===== src/rtl/aesfe_pkg.sv =====
package aesfe_pkg;
  localparam int OFF_CTRL  = 'h00;
  localparam int OFF_STAT  = 'h04;
  localparam int OFF_FLAG  = 'h08;
  localparam int OFF_IEN   = 'h0C;
  localparam int OFF_FIFO  = 'h10;
  localparam int OFF_KEY   = 'h20;

  localparam int CB_EN     = 0;
  localparam int CB_START  = 1;
  localparam int CB_IFLUSH = 2;
  localparam int CB_OFLUSH = 3;
  localparam int CB_SIZE   = 6;
  localparam int CB_TYPE   = 8;

  localparam int SB_IN_FULL   = 0;
  localparam int SB_IN_EMPTY  = 1;
  localparam int SB_OUT_FULL  = 2;
  localparam int SB_OUT_EMPTY = 3;
  localparam int SB_BUSY      = 4;

  typedef struct packed {
    logic       inWr;
    logic [3:0] inIdx;
    logic       keyWr;
    logic [3:0] keyIdx;
    logic       launch;
    logic [1:0] opType;
    logic [1:0] opSize;
    logic       resLoad;
    logic [3:0] rdIdx;
  } feStrobes_t;
endpackage


===== src/rtl/aesfe_ctrl.sv =====
module aesfe_ctrl
  import aesfe_pkg::*;
#(
  parameter int ADDR_W      = 8,
  parameter int BLOCK_WORDS = 4,
  parameter int KEY_WORDS   = 8,
  parameter int WORD_W      = 32
) (
  input  logic              clk,
  input  logic              rstN,
  input  logic              busSel,
  input  logic              busWrite,
  input  logic [ADDR_W-1:0] busAddr,
  input  logic [WORD_W-1:0] busWdata,
  input  logic              coreDone,
  input  logic [WORD_W-1:0] fifoWord,
  output logic [WORD_W-1:0] busRdata,
  output logic              irqOut,
  output feStrobes_t        st
);
  localparam int CNT_W    = $clog2(BLOCK_WORDS + 1);
  localparam int KEY_SPAN = KEY_WORDS * 4;

  logic [CNT_W-1:0] inCnt, outCnt;
  logic             ctrlEn, busy, doneFlag, doneIen;
  logic [1:0]       ctrlSize, ctrlType;

  logic             aligned, isWr, isRd;
  logic             hitCtrl, hitStat, hitFlag, hitIen, hitFifo, hitKey;
  logic [ADDR_W-1:0] keyOff;
  logic             fifoPush, lastPush, ctrlStart, launch, pop, ctrlWr;
  logic             unusedWdata;

  assign unusedWdata = ^{busWdata[WORD_W-1:10], busWdata[5:4]};

  always_comb begin
    aligned = (busAddr[1:0] == 2'b00);
    isWr    = busSel & busWrite & aligned;
    isRd    = busSel & ~busWrite & aligned;
    hitCtrl = (busAddr == ADDR_W'(OFF_CTRL));
    hitStat = (busAddr == ADDR_W'(OFF_STAT));
    hitFlag = (busAddr == ADDR_W'(OFF_FLAG));
    hitIen  = (busAddr == ADDR_W'(OFF_IEN));
    hitFifo = (busAddr == ADDR_W'(OFF_FIFO));
    hitKey  = (busAddr >= ADDR_W'(OFF_KEY)) && (busAddr < ADDR_W'(OFF_KEY + KEY_SPAN));
    keyOff  = busAddr - ADDR_W'(OFF_KEY);
  end

  assign ctrlWr    = isWr & hitCtrl;
  assign fifoPush  = isWr & hitFifo & ~busy;
  assign lastPush  = fifoPush && (inCnt == CNT_W'(BLOCK_WORDS - 1));
  assign ctrlStart = ctrlWr & busWdata[CB_START] & ~busy;
  assign launch    = ctrlStart | lastPush;
  assign pop       = isRd & hitFifo & (outCnt != '0);

  always_comb begin
    st         = '0;
    st.inWr    = fifoPush;
    st.inIdx   = 4'(inCnt);
    st.keyWr   = isWr & hitKey;
    st.keyIdx  = 4'(keyOff >> 2);
    st.launch  = launch;
    st.opType  = ctrlStart ? busWdata[CB_TYPE +: 2] : ctrlType;
    st.opSize  = ctrlStart ? busWdata[CB_SIZE +: 2] : ctrlSize;
    st.resLoad = coreDone;
    st.rdIdx   = 4'(CNT_W'(BLOCK_WORDS) - outCnt);
  end

  always_ff @(posedge clk) begin
    if (!rstN) begin
      ctrlEn   <= 1'b0;
      ctrlSize <= 2'b00;
      ctrlType <= 2'b00;
      inCnt    <= '0;
      outCnt   <= '0;
      doneFlag <= 1'b0;
      doneIen  <= 1'b0;
      busy     <= 1'b0;
    end else begin
      if (ctrlWr) begin
        ctrlEn   <= ctrlEn | busWdata[CB_EN];
        ctrlSize <= busWdata[CB_SIZE +: 2];
        ctrlType <= busWdata[CB_TYPE +: 2];
      end

      if (ctrlWr && busWdata[CB_IFLUSH]) inCnt <= '0;
      else if (lastPush)                 inCnt <= '0;
      else if (fifoPush)                 inCnt <= inCnt + 1'b1;

      if (coreDone)                           outCnt <= CNT_W'(BLOCK_WORDS);
      else if (ctrlWr && busWdata[CB_OFLUSH]) outCnt <= '0;
      else if (pop)                           outCnt <= outCnt - 1'b1;

      if (coreDone)                            doneFlag <= 1'b1;
      else if (pop)                            doneFlag <= 1'b0;
      else if (isWr && hitFlag && busWdata[0]) doneFlag <= 1'b0;

      if (isWr && hitIen) doneIen <= busWdata[0];

      if (launch)        busy <= 1'b1;
      else if (coreDone) busy <= 1'b0;
    end
  end

  always_comb begin
    busRdata = '0;
    if (isRd) begin
      if (hitCtrl) begin
        busRdata[CB_EN]        = ctrlEn;
        busRdata[CB_SIZE +: 2] = ctrlSize;
        busRdata[CB_TYPE +: 2] = ctrlType;
      end else if (hitStat) begin
        busRdata[SB_IN_FULL]   = (inCnt >= CNT_W'(BLOCK_WORDS));
        busRdata[SB_IN_EMPTY]  = (inCnt == '0);
        busRdata[SB_OUT_FULL]  = (outCnt >= CNT_W'(BLOCK_WORDS));
        busRdata[SB_OUT_EMPTY] = (outCnt == '0);
        busRdata[SB_BUSY]      = busy;
      end else if (hitFlag) begin
        busRdata[0] = doneFlag;
      end else if (hitIen) begin
        busRdata[0] = doneIen;
      end else if (hitFifo && outCnt != '0) begin
        busRdata = fifoWord;
      end
    end
  end

  assign irqOut = doneFlag & doneIen;

  AST_LAUNCH_SETS_BUSY: assert property (@(posedge clk) disable iff (!rstN)
    launch |=> busy);
  AST_BUSY_HELD: assert property (@(posedge clk) disable iff (!rstN)
    (busy && !coreDone) |=> busy);
  AST_DONE_FILLS: assert property (@(posedge clk) disable iff (!rstN)
    coreDone |=> (outCnt == CNT_W'(BLOCK_WORDS)) && doneFlag);
  AST_EN_STICKY: assert property (@(posedge clk) disable iff (!rstN)
    ctrlEn |=> ctrlEn);
  AST_IN_BOUND: assert property (@(posedge clk) disable iff (!rstN)
    inCnt < CNT_W'(BLOCK_WORDS));
  AST_POP_CLEARS: assert property (@(posedge clk) disable iff (!rstN)
    (pop && !coreDone) |=> !doneFlag);
endmodule


===== src/rtl/aesfe_data.sv =====
module aesfe_data
  import aesfe_pkg::*;
#(
  parameter int BLOCK_WORDS = 4,
  parameter int KEY_WORDS   = 8,
  parameter int WORD_W      = 32
) (
  input  logic                          clk,
  input  logic                          rstN,
  input  feStrobes_t                    st,
  input  logic [WORD_W-1:0]             busWdata,
  input  logic [BLOCK_WORDS*WORD_W-1:0] coreResult,
  output logic [WORD_W-1:0]             fifoWord,
  output logic                          coreStart,
  output logic [BLOCK_WORDS*WORD_W-1:0] coreBlock,
  output logic [KEY_WORDS*WORD_W-1:0]   coreKey,
  output logic [1:0]                    coreKeySize,
  output logic                          coreDecrypt
);
  localparam int BLOCK_W   = BLOCK_WORDS * WORD_W;
  localparam int KEY_W     = KEY_WORDS * WORD_W;
  localparam int WORDS_S0  = KEY_WORDS / 2;
  localparam int WORDS_S1  = (KEY_WORDS * 3) / 4;

  logic [KEY_W-1:0]   keyVec, keyMask, alignedKey, keptKey;
  logic [1:0]         keptSize;
  logic [BLOCK_W-1:0] dataVec, resultVec;

  always_ff @(posedge clk) begin
    if (!rstN) begin
      keyVec  <= '0;
      dataVec <= '0;
    end else begin
      for (int w = 0; w < KEY_WORDS; w++)
        if (st.keyWr && st.keyIdx == 4'(w)) keyVec[w*WORD_W +: WORD_W] <= busWdata;
      for (int w = 0; w < BLOCK_WORDS; w++)
        if (st.inWr && st.inIdx == 4'(w)) dataVec[w*WORD_W +: WORD_W] <= busWdata;
    end
  end

  for (genvar w = 0; w < KEY_WORDS; w++) begin : g_mask
    logic useWord;
    always_comb begin
      case (st.opSize)
        2'd0:    useWord = (w < WORDS_S0);
        2'd1:    useWord = (w < WORDS_S1);
        default: useWord = 1'b1;
      endcase
    end
    assign keyMask[w*WORD_W +: WORD_W] = {WORD_W{useWord}};
  end

  assign alignedKey = keyVec & keyMask;

  always_ff @(posedge clk) begin
    if (!rstN) begin
      keptKey     <= '0;
      keptSize    <= 2'b00;
      coreKey     <= '0;
      coreKeySize <= 2'b00;
      coreDecrypt <= 1'b0;
      coreStart   <= 1'b0;
      resultVec   <= '0;
    end else begin
      coreStart <= st.launch;
      if (st.launch) begin
        if (st.opType[1]) begin
          coreKey     <= keptKey;
          coreKeySize <= keptSize;
          coreDecrypt <= 1'b1;
        end else begin
          coreKey     <= alignedKey;
          coreKeySize <= st.opSize;
          coreDecrypt <= st.opType[0];
          keptKey     <= alignedKey;
          keptSize    <= st.opSize;
        end
      end
      if (st.resLoad) resultVec <= coreResult;
    end
  end

  assign coreBlock = dataVec;

  always_comb begin
    fifoWord = '0;
    for (int w = 0; w < BLOCK_WORDS; w++)
      if (st.rdIdx == 4'(w)) fifoWord = resultVec[w*WORD_W +: WORD_W];
  end

  AST_START_PULSE: assert property (@(posedge clk) disable iff (!rstN)
    coreStart |=> !coreStart);
  AST_KEPT_DECRYPTS: assert property (@(posedge clk) disable iff (!rstN)
    (st.launch && st.opType[1]) |=> (coreStart && coreDecrypt));
endmodule


===== src/rtl/blkcipher_regfront.sv =====
module blkcipher_regfront
  import aesfe_pkg::*;
#(
  parameter int ADDR_W      = 8,
  parameter int BLOCK_WORDS = 4,
  parameter int KEY_WORDS   = 8,
  parameter int WORD_W      = 32
) (
  input  logic                          clk,
  input  logic                          rstN,
  input  logic                          busSel,
  input  logic                          busWrite,
  input  logic [ADDR_W-1:0]             busAddr,
  input  logic [WORD_W-1:0]             busWdata,
  output logic [WORD_W-1:0]             busRdata,
  output logic                          irqOut,
  output logic                          coreStart,
  output logic [BLOCK_WORDS*WORD_W-1:0] coreBlock,
  output logic [KEY_WORDS*WORD_W-1:0]   coreKey,
  output logic [1:0]                    coreKeySize,
  output logic                          coreDecrypt,
  input  logic                          coreDone,
  input  logic [BLOCK_WORDS*WORD_W-1:0] coreResult
);
  feStrobes_t        st;
  logic [WORD_W-1:0] fifoWord;

  aesfe_ctrl #(
    .ADDR_W(ADDR_W), .BLOCK_WORDS(BLOCK_WORDS), .KEY_WORDS(KEY_WORDS), .WORD_W(WORD_W)
  ) i_ctrl (
    .clk(clk), .rstN(rstN), .busSel(busSel), .busWrite(busWrite), .busAddr(busAddr),
    .busWdata(busWdata), .coreDone(coreDone), .fifoWord(fifoWord),
    .busRdata(busRdata), .irqOut(irqOut), .st(st)
  );

  aesfe_data #(
    .BLOCK_WORDS(BLOCK_WORDS), .KEY_WORDS(KEY_WORDS), .WORD_W(WORD_W)
  ) i_data (
    .clk(clk), .rstN(rstN), .st(st), .busWdata(busWdata), .coreResult(coreResult),
    .fifoWord(fifoWord), .coreStart(coreStart), .coreBlock(coreBlock), .coreKey(coreKey),
    .coreKeySize(coreKeySize), .coreDecrypt(coreDecrypt)
  );
endmodule


===== config.mk =====
export PLATFORM = sky130hd
export DESIGN_NAME = blkcipher_regfront
export DESIGN_NICKNAME = d
export VERILOG_FILES = /design/src/rtl/aesfe_pkg.sv /design/src/rtl/aesfe_ctrl.sv /design/src/rtl/aesfe_data.sv /design/src/rtl/blkcipher_regfront.sv
export SDC_FILE = /design/constraint.sdc
export NUM_CORES = 2
export LEC_CHECK = 0
export CORE_MARGIN = 4
export CORE_UTILIZATION = 56
export DETAILED_ROUTE_END_ITERATION = 10
export MAX_ROUTING_LAYER = met4
export PLACE_DENSITY = 0.94
export SYNTH_ARGS = -nofsm -noshare
export SYNTH_HDL_FRONTEND = slang
export SYNTH_HIERARCHICAL = 1
export SYNTH_SLANG_ARGS = --single-unit
export TNS_END_PERCENT = 1

===== constraint.sdc =====
create_clock -name clk -period 3.5 [get_ports clk]
set_input_delay 0.35 -clock clk [delete_from_list [all_inputs] [get_ports clk]]
set_output_delay 0.35 -clock clk [all_outputs]
set_load 0.03 [all_outputs]

# ---- Word-level counts from Yosys, hierarchy flattened
# Index checks and enable logic that the tools add are counted.
dict set report word_totals {
  register_bits 786
  elab_cells 136
  input_bits 173
  output_inout_bits 421
}
dict set report op_classes {
  n_mux 29
  bitwise 20
  n_addsub 4
  n_eq_ne 18
  order_cmp 4
  n_reduce_logical 35
}
# operator count
set op_table {}
lappend op_table {{$and A256 B256 Y256} 1}
lappend op_table {{$mux W32} 6}
lappend op_table {{$mux W31} 2}
lappend op_table {{$mux W27} 1}
lappend op_table {{$mux W22} 1}
lappend op_table {{$logic_and A1 B1 Y1} 19}
lappend op_table {{$eq A4 B2 Y1 const B} 4}
lappend op_table {{$eq A4 B3 Y1 const B} 4}
lappend op_table {{$eq A8 B4 Y1 const B} 2}
lappend op_table {{$and A1 B1 Y1} 13}
lappend op_table {{$logic_not A4 Y1} 3}
lappend op_table {{$mux W1} 11}
lappend op_table {{$mux W5} 2}
lappend op_table {{$mux W3} 3}
lappend op_table {{$reduce_bool A3 Y1} 3}
lappend op_table {{$eq A4 B1 Y1 const B} 2}
lappend op_table {{$eq A8 B3 Y1 const B} 1}
lappend op_table {{$eq A8 B5 Y1 const B} 1}
lappend op_table {{$ge A8 B6 Y1 const B} 1}
lappend op_table {{$logic_not A8 Y1} 1}
lappend op_table {{$lt A8 B7 Y1 const B} 1}
lappend op_table {{$eq A3 B2 Y1 const B} 2}
lappend op_table {{$ge A3 B3 Y1 const B} 2}
lappend op_table {{$logic_not A3 Y1} 2}
lappend op_table {{15 further kinds} 22}

# ---- Longest topological paths before layout
dict set report depth {
  word_depth 12
  depth_mapped 13
  ltp_nobuf 8
}

# ---- Cells and area by module
# Netlist, hierarchy kept.
# mod area_each_um2 cells_each n_inst seq_area_each_um2
set by_module_without_submodules {}
lappend by_module_without_submodules {aesfe_data 29206.8 2950 1 15454.8}
lappend by_module_without_submodules {aesfe_ctrl 1308.8 164 1 280.3}

# ---- Worst setup path before layout
# OpenSTA, ideal clock, no wires.
dict set report synth_timing {
  path_kind {reg2out}
  from {register i_ctrl.outCnt[0]}
  to {output busRdata[0]}
  slack_ns 0.856
  t_arrival_ns 2.294
  t_required_ns 3.150
  stages_incl_launch_ff 9
  path_buffers 1
  cell_sequence {dfxtp_1 -> inv_1 -> ha_1 -> ha_1 -> nor4b_1 -> and3_1 -> buf_4 -> a32oi_1 -> a311oi_1}
}
dict set report synth_between {
  elab_chain_cells 12
  elab_cells_between_ends 17
  cone_classes {1 x add/sub; 3 x eq/ne; 10 x mux; 3 x reduce/logical}
}
# item line
set synth_lines {}
lappend synth_lines {{from (decl)} aesfe_ctrl.sv:24} ;# logic [CNT_W-1:0] inCnt, outCnt;
lappend synth_lines {{from (signal assigned)} aesfe_ctrl.sv:90} ;# if (coreDone) outCnt <= CNT_W'(BLOCK_WORDS);
lappend synth_lines {{from (signal assigned)} aesfe_ctrl.sv:92} ;# else if (pop) outCnt <= outCnt - 1'b1;
lappend synth_lines {{$sub A3 B3 Y4} aesfe_ctrl.sv:66} ;# st.rdIdx = 4'(CNT_W'(BLOCK_WORDS) - outCnt);
lappend synth_lines {{$logic_not A4 Y1} aesfe_data.sv:88} ;# if (st.rdIdx == 4'(w)) fifoWord = resultVec[w*WORD_W +: WORD_W];
lappend synth_lines {{$mux W32 (4 in series)} aesfe_data.sv:88}
lappend synth_lines {{$mux W32 (*)} aesfe_ctrl.sv:122} ;# end else if (hitFifo && outCnt != '0) begin
lappend synth_lines {{$mux W1 (*)} aesfe_ctrl.sv:120} ;# end else if (hitIen) begin
lappend synth_lines {{$mux W1 (*)} aesfe_ctrl.sv:118} ;# end else if (hitFlag) begin
lappend synth_lines {{$mux W5 (*)} aesfe_ctrl.sv:112} ;# end else if (hitStat) begin
lappend synth_lines {{$mux W1 (*)} aesfe_ctrl.sv:108} ;# if (hitCtrl) begin
lappend synth_lines {{$mux W32 (*)} aesfe_ctrl.sv:107} ;# if (isRd) begin
lappend synth_lines {{to (decl)} blkcipher_regfront.sv:15} ;# output logic [WORD_W-1:0] busRdata,
# Every way passes the cells marked *; elsewhere a longest branch is shown, timed or not.

==> results_dict.tcl <==
set metrics [dict create \
    syn-instance-count 3114 \
    grtUsageMet1 0.376 \
    reg2reg_depth 9 \
    finalSetupTns_ns 0 \
    drt-vias-per-instance 5.79 \
    min_period_ns 3.36 \
    synth.most_common_cell "nand2_1" \
    clock_sinks 786 \
    report.final.slew_viol_count 0 \
    grt_pass1_vias 25300 \
    cp.required_ns 3.15 \
    synth_top_area_share 0.516 \
    clkTransAtPathRegs_ns 0.06 \
    cts_tree "done" \
    postCtsHoldBufs 0 \
    drive_gt1_frac 0.0791 \
    die_w_um 241 \
    crit_end "busRdata[0]" \
    end_kind "primary output" \
    fin_nets 3759 \
    n_fill_cell 3310 \
    grt_overflow_total 0 \
    yosys.area.top_type "dfxtp_1" \
    die_y_um 241 \
    place_hpwl_um 63600 \
    io_buffers 593 \
    criticalPathCategory "reg -> out" \
    maxCapViolations 0 \
    drt-initial-drc-count 2205 \
    startpoint_type "flip-flop" \
    yosysSeqAreaShare 0.516 \
    rows 85 \
    worstReg2RegStart "i_ctrl/busy" \
    drt_wl_total_um 101000 \
    clk_latency_ns 0.64 \
    hold_path.class "in -> reg" \
    place_area_um2 36900 \
    drtPass1Iterations 5 \
    slew_headroom 0.173 \
    peakVddDrop_v 0.000474 \
    post-place-ws_ns 0.219 \
    globalRouteMet3Util 0.101 \
    worst_pin_slew_ns 1.24 \
    netlist_area_um2 30500 \
    rr_endpoint "i_data/keptKey[221]" \
    synthFlopType "dfxtp_1" \
    syn_to_final_growth_pct 30.0 \
    core_um2 53900 \
    h-tree-depth 3 \
    ant_nets 0 \
    synth_cell_types 55 \
    rsz0062_at_grt "no" \
    syn_avg_cell_area_um2 9.80 \
    max_freq_mhz 298 \
    grt_usage 0.342 \
    post-route-worst-setup-slack_ns 0.140 \
    synth_edf_count 0 \
    cpMaxStageDelayCell "or2_2" \
    max_stage_delay_ns 0.34 \
    ys_ff_latch 786 \
    r2r_setup_slack_ns 0.72 \
    cts_buffer_depth 3 \
    drcViolationCount 0 \
    grt_pass1_wl_um 148000 \
    cts_buffers 79 \
    ioPinCount 594 \
    antenna_found_initial 7 \
    crit_chain "inv_1 > ha_2 > ha_1 > inv_1 > or2_2 > buf_4 > nor2b_2 > a32oi_1 > a311oi_2 > buf_4" \
    p_per_area_nw_per_um2 471 \
    ys_warn_count 6 \
    synth_commonest_cells "nand2_1, dfxtp_1, mux2i_1, a21boi_0, clkbuf_1" \
    synth_area_leaders "dfxtp_1, mux2i_1, nand2_1" \
    outcome "completed" \
    routedWlPerCell_um 23.4 \
    final_area_um2 39700 \
    fin_skew_ns 0.0191 \
    start_util 0.566 \
    place_congestion 0.879 \
    crit_arrival_ns 3.01 \
    critPathLaunch "i_ctrl/outCnt[0]" \
    fin_util 0.736 \
    setup_viol 0 \
    grt-busiest-layer "met2" \
    synthArstFlopShare 0 \
    design.die.area_um2 58300 \
    post-route-period-util 0.960 \
    hold_viol 0 \
    synth_nets 3294 \
    p_leak_nw 15.2 \
    grt_max_degree 190 \
    grt.met2_usage 0.544 \
    fin_hold_ws_ns 0.239 \
    cts_root_buffer "clkbuf_16" \
    worstPathMaxFanout 26 \
    via_count 25200 \
]
[logic make-up after synthesis]
logic type / synth area share
xor gates and xnor gates: 0.000287
DFF: 0.516
muxes: 0.195
AOI/OAI and AO/OA: 0.0703
buffers and inverters: 0.0416
other: 0.000123
adders and majority gates: 0.00287
and+or+nand+nor: 0.174
[report_power, final]
| group | switching, mW | internal (mW) |
|---|---|---|
| clock network | 3.69 | 5.02 |
| logic | 0.502 | 0.403 |
| registers | 0.0521 | 9.04 |
[final cells by class]
class / count / area, µm² / share of cell area
antenna: 8 / 20.0 / 0.000505
clock buffer: 110 / 2260 / 0.0571
clock inverter: 31 / 429 / 0.0108
inverter: 10 / 37.5 / 0.000946
multi-input combinational: 2041 / 13600 / 0.343
sequential: 786 / 15700 / 0.397
tap: 696 / 871 / 0.0220
timing repair buffer: 661 / 6720 / 0.169
[critical path: cells and delay by family, from the launching register on]
family | cells | cell delay (ns)
DFF | 1 | 0.33
AOI/OAI and AO/OA | 2 | 0.41
and+or+nand+nor | 2 | 0.55
adders and majority gates | 2 | 0.46
buffers and inverters | 4 | 0.62
[timing repair]
action	CTS	global route
setup endpoints to repair	7	6
resized for setup	2	5
setup buffers	0	0
hold endpoints to repair	0	0
[how the worst min path moves through the flow]
stage / start / endpoint / cells past startpoint
global route: rstN / i_data/keptKey[229] / 2
global placement: i_data/coreBlock[74] / i_data/coreBlock[74] / 2
floorplan: i_data/keyVec[160] / i_data/keyVec[160] / 2
detailed placement: i_data/keyVec[250] / i_data/keyVec[250] / 2
finish: rstN / i_data/keptKey[229] / 2
CTS: rstN / i_ctrl/outCnt[2] / 2
[state kept, by name, summed over array words and instances, names as in the netlist, 2 cells and up]
register / count
i_data/keptKey: 256
i_data/keyVec: 256
i_ctrl/ctrlSize: 2
i_data/coreBlock: 128
i_ctrl/outCnt: 3
i_data/keptSize: 2
i_data/resultVec: 128
i_ctrl/inCnt: 3
i_ctrl/ctrlType: 2
[per-stage QoR]
| step | total power, mW | cells |
|---|---|---|
| global placement | 10.1 | 4194 |
| finish | 18.7 | 4343 |
| CTS | 18.7 | 4335 |
| floorplan | 9.72 | 3114 |
| global route | 19.2 | 4342 |
| detailed placement | 10.2 | 4194 |
[cell usage in the layout (no fill, tap or decap), types with 14 or more instances in the layout]
cell             count
nand3_1            129
clkbuf_16           79
and2_1              25
clkbuf_8            17
a21boi_0           258
nand2_1            818
buf_12              26
clkbuf_1            14
nor2_1              18
buf_4               66
clkdlybuf4s50_1    564
dfxtp_1            785
clkinv_2            15
mux4_2              32
mux2i_1            516
nor2b_1            161
[layer usage]
metal / vias to the layer above / share of wire / wire length (µm)
li1: 11300 / - / -
met1: 12100 / 0.36 / 36300
met4: 0 / 0.075 / 7660
met3: 414 / 0.10 / 10200
met5: - / 0 / 0
met2: 1382 / 0.47 / 47300
(Power assumes the default switching activity.)
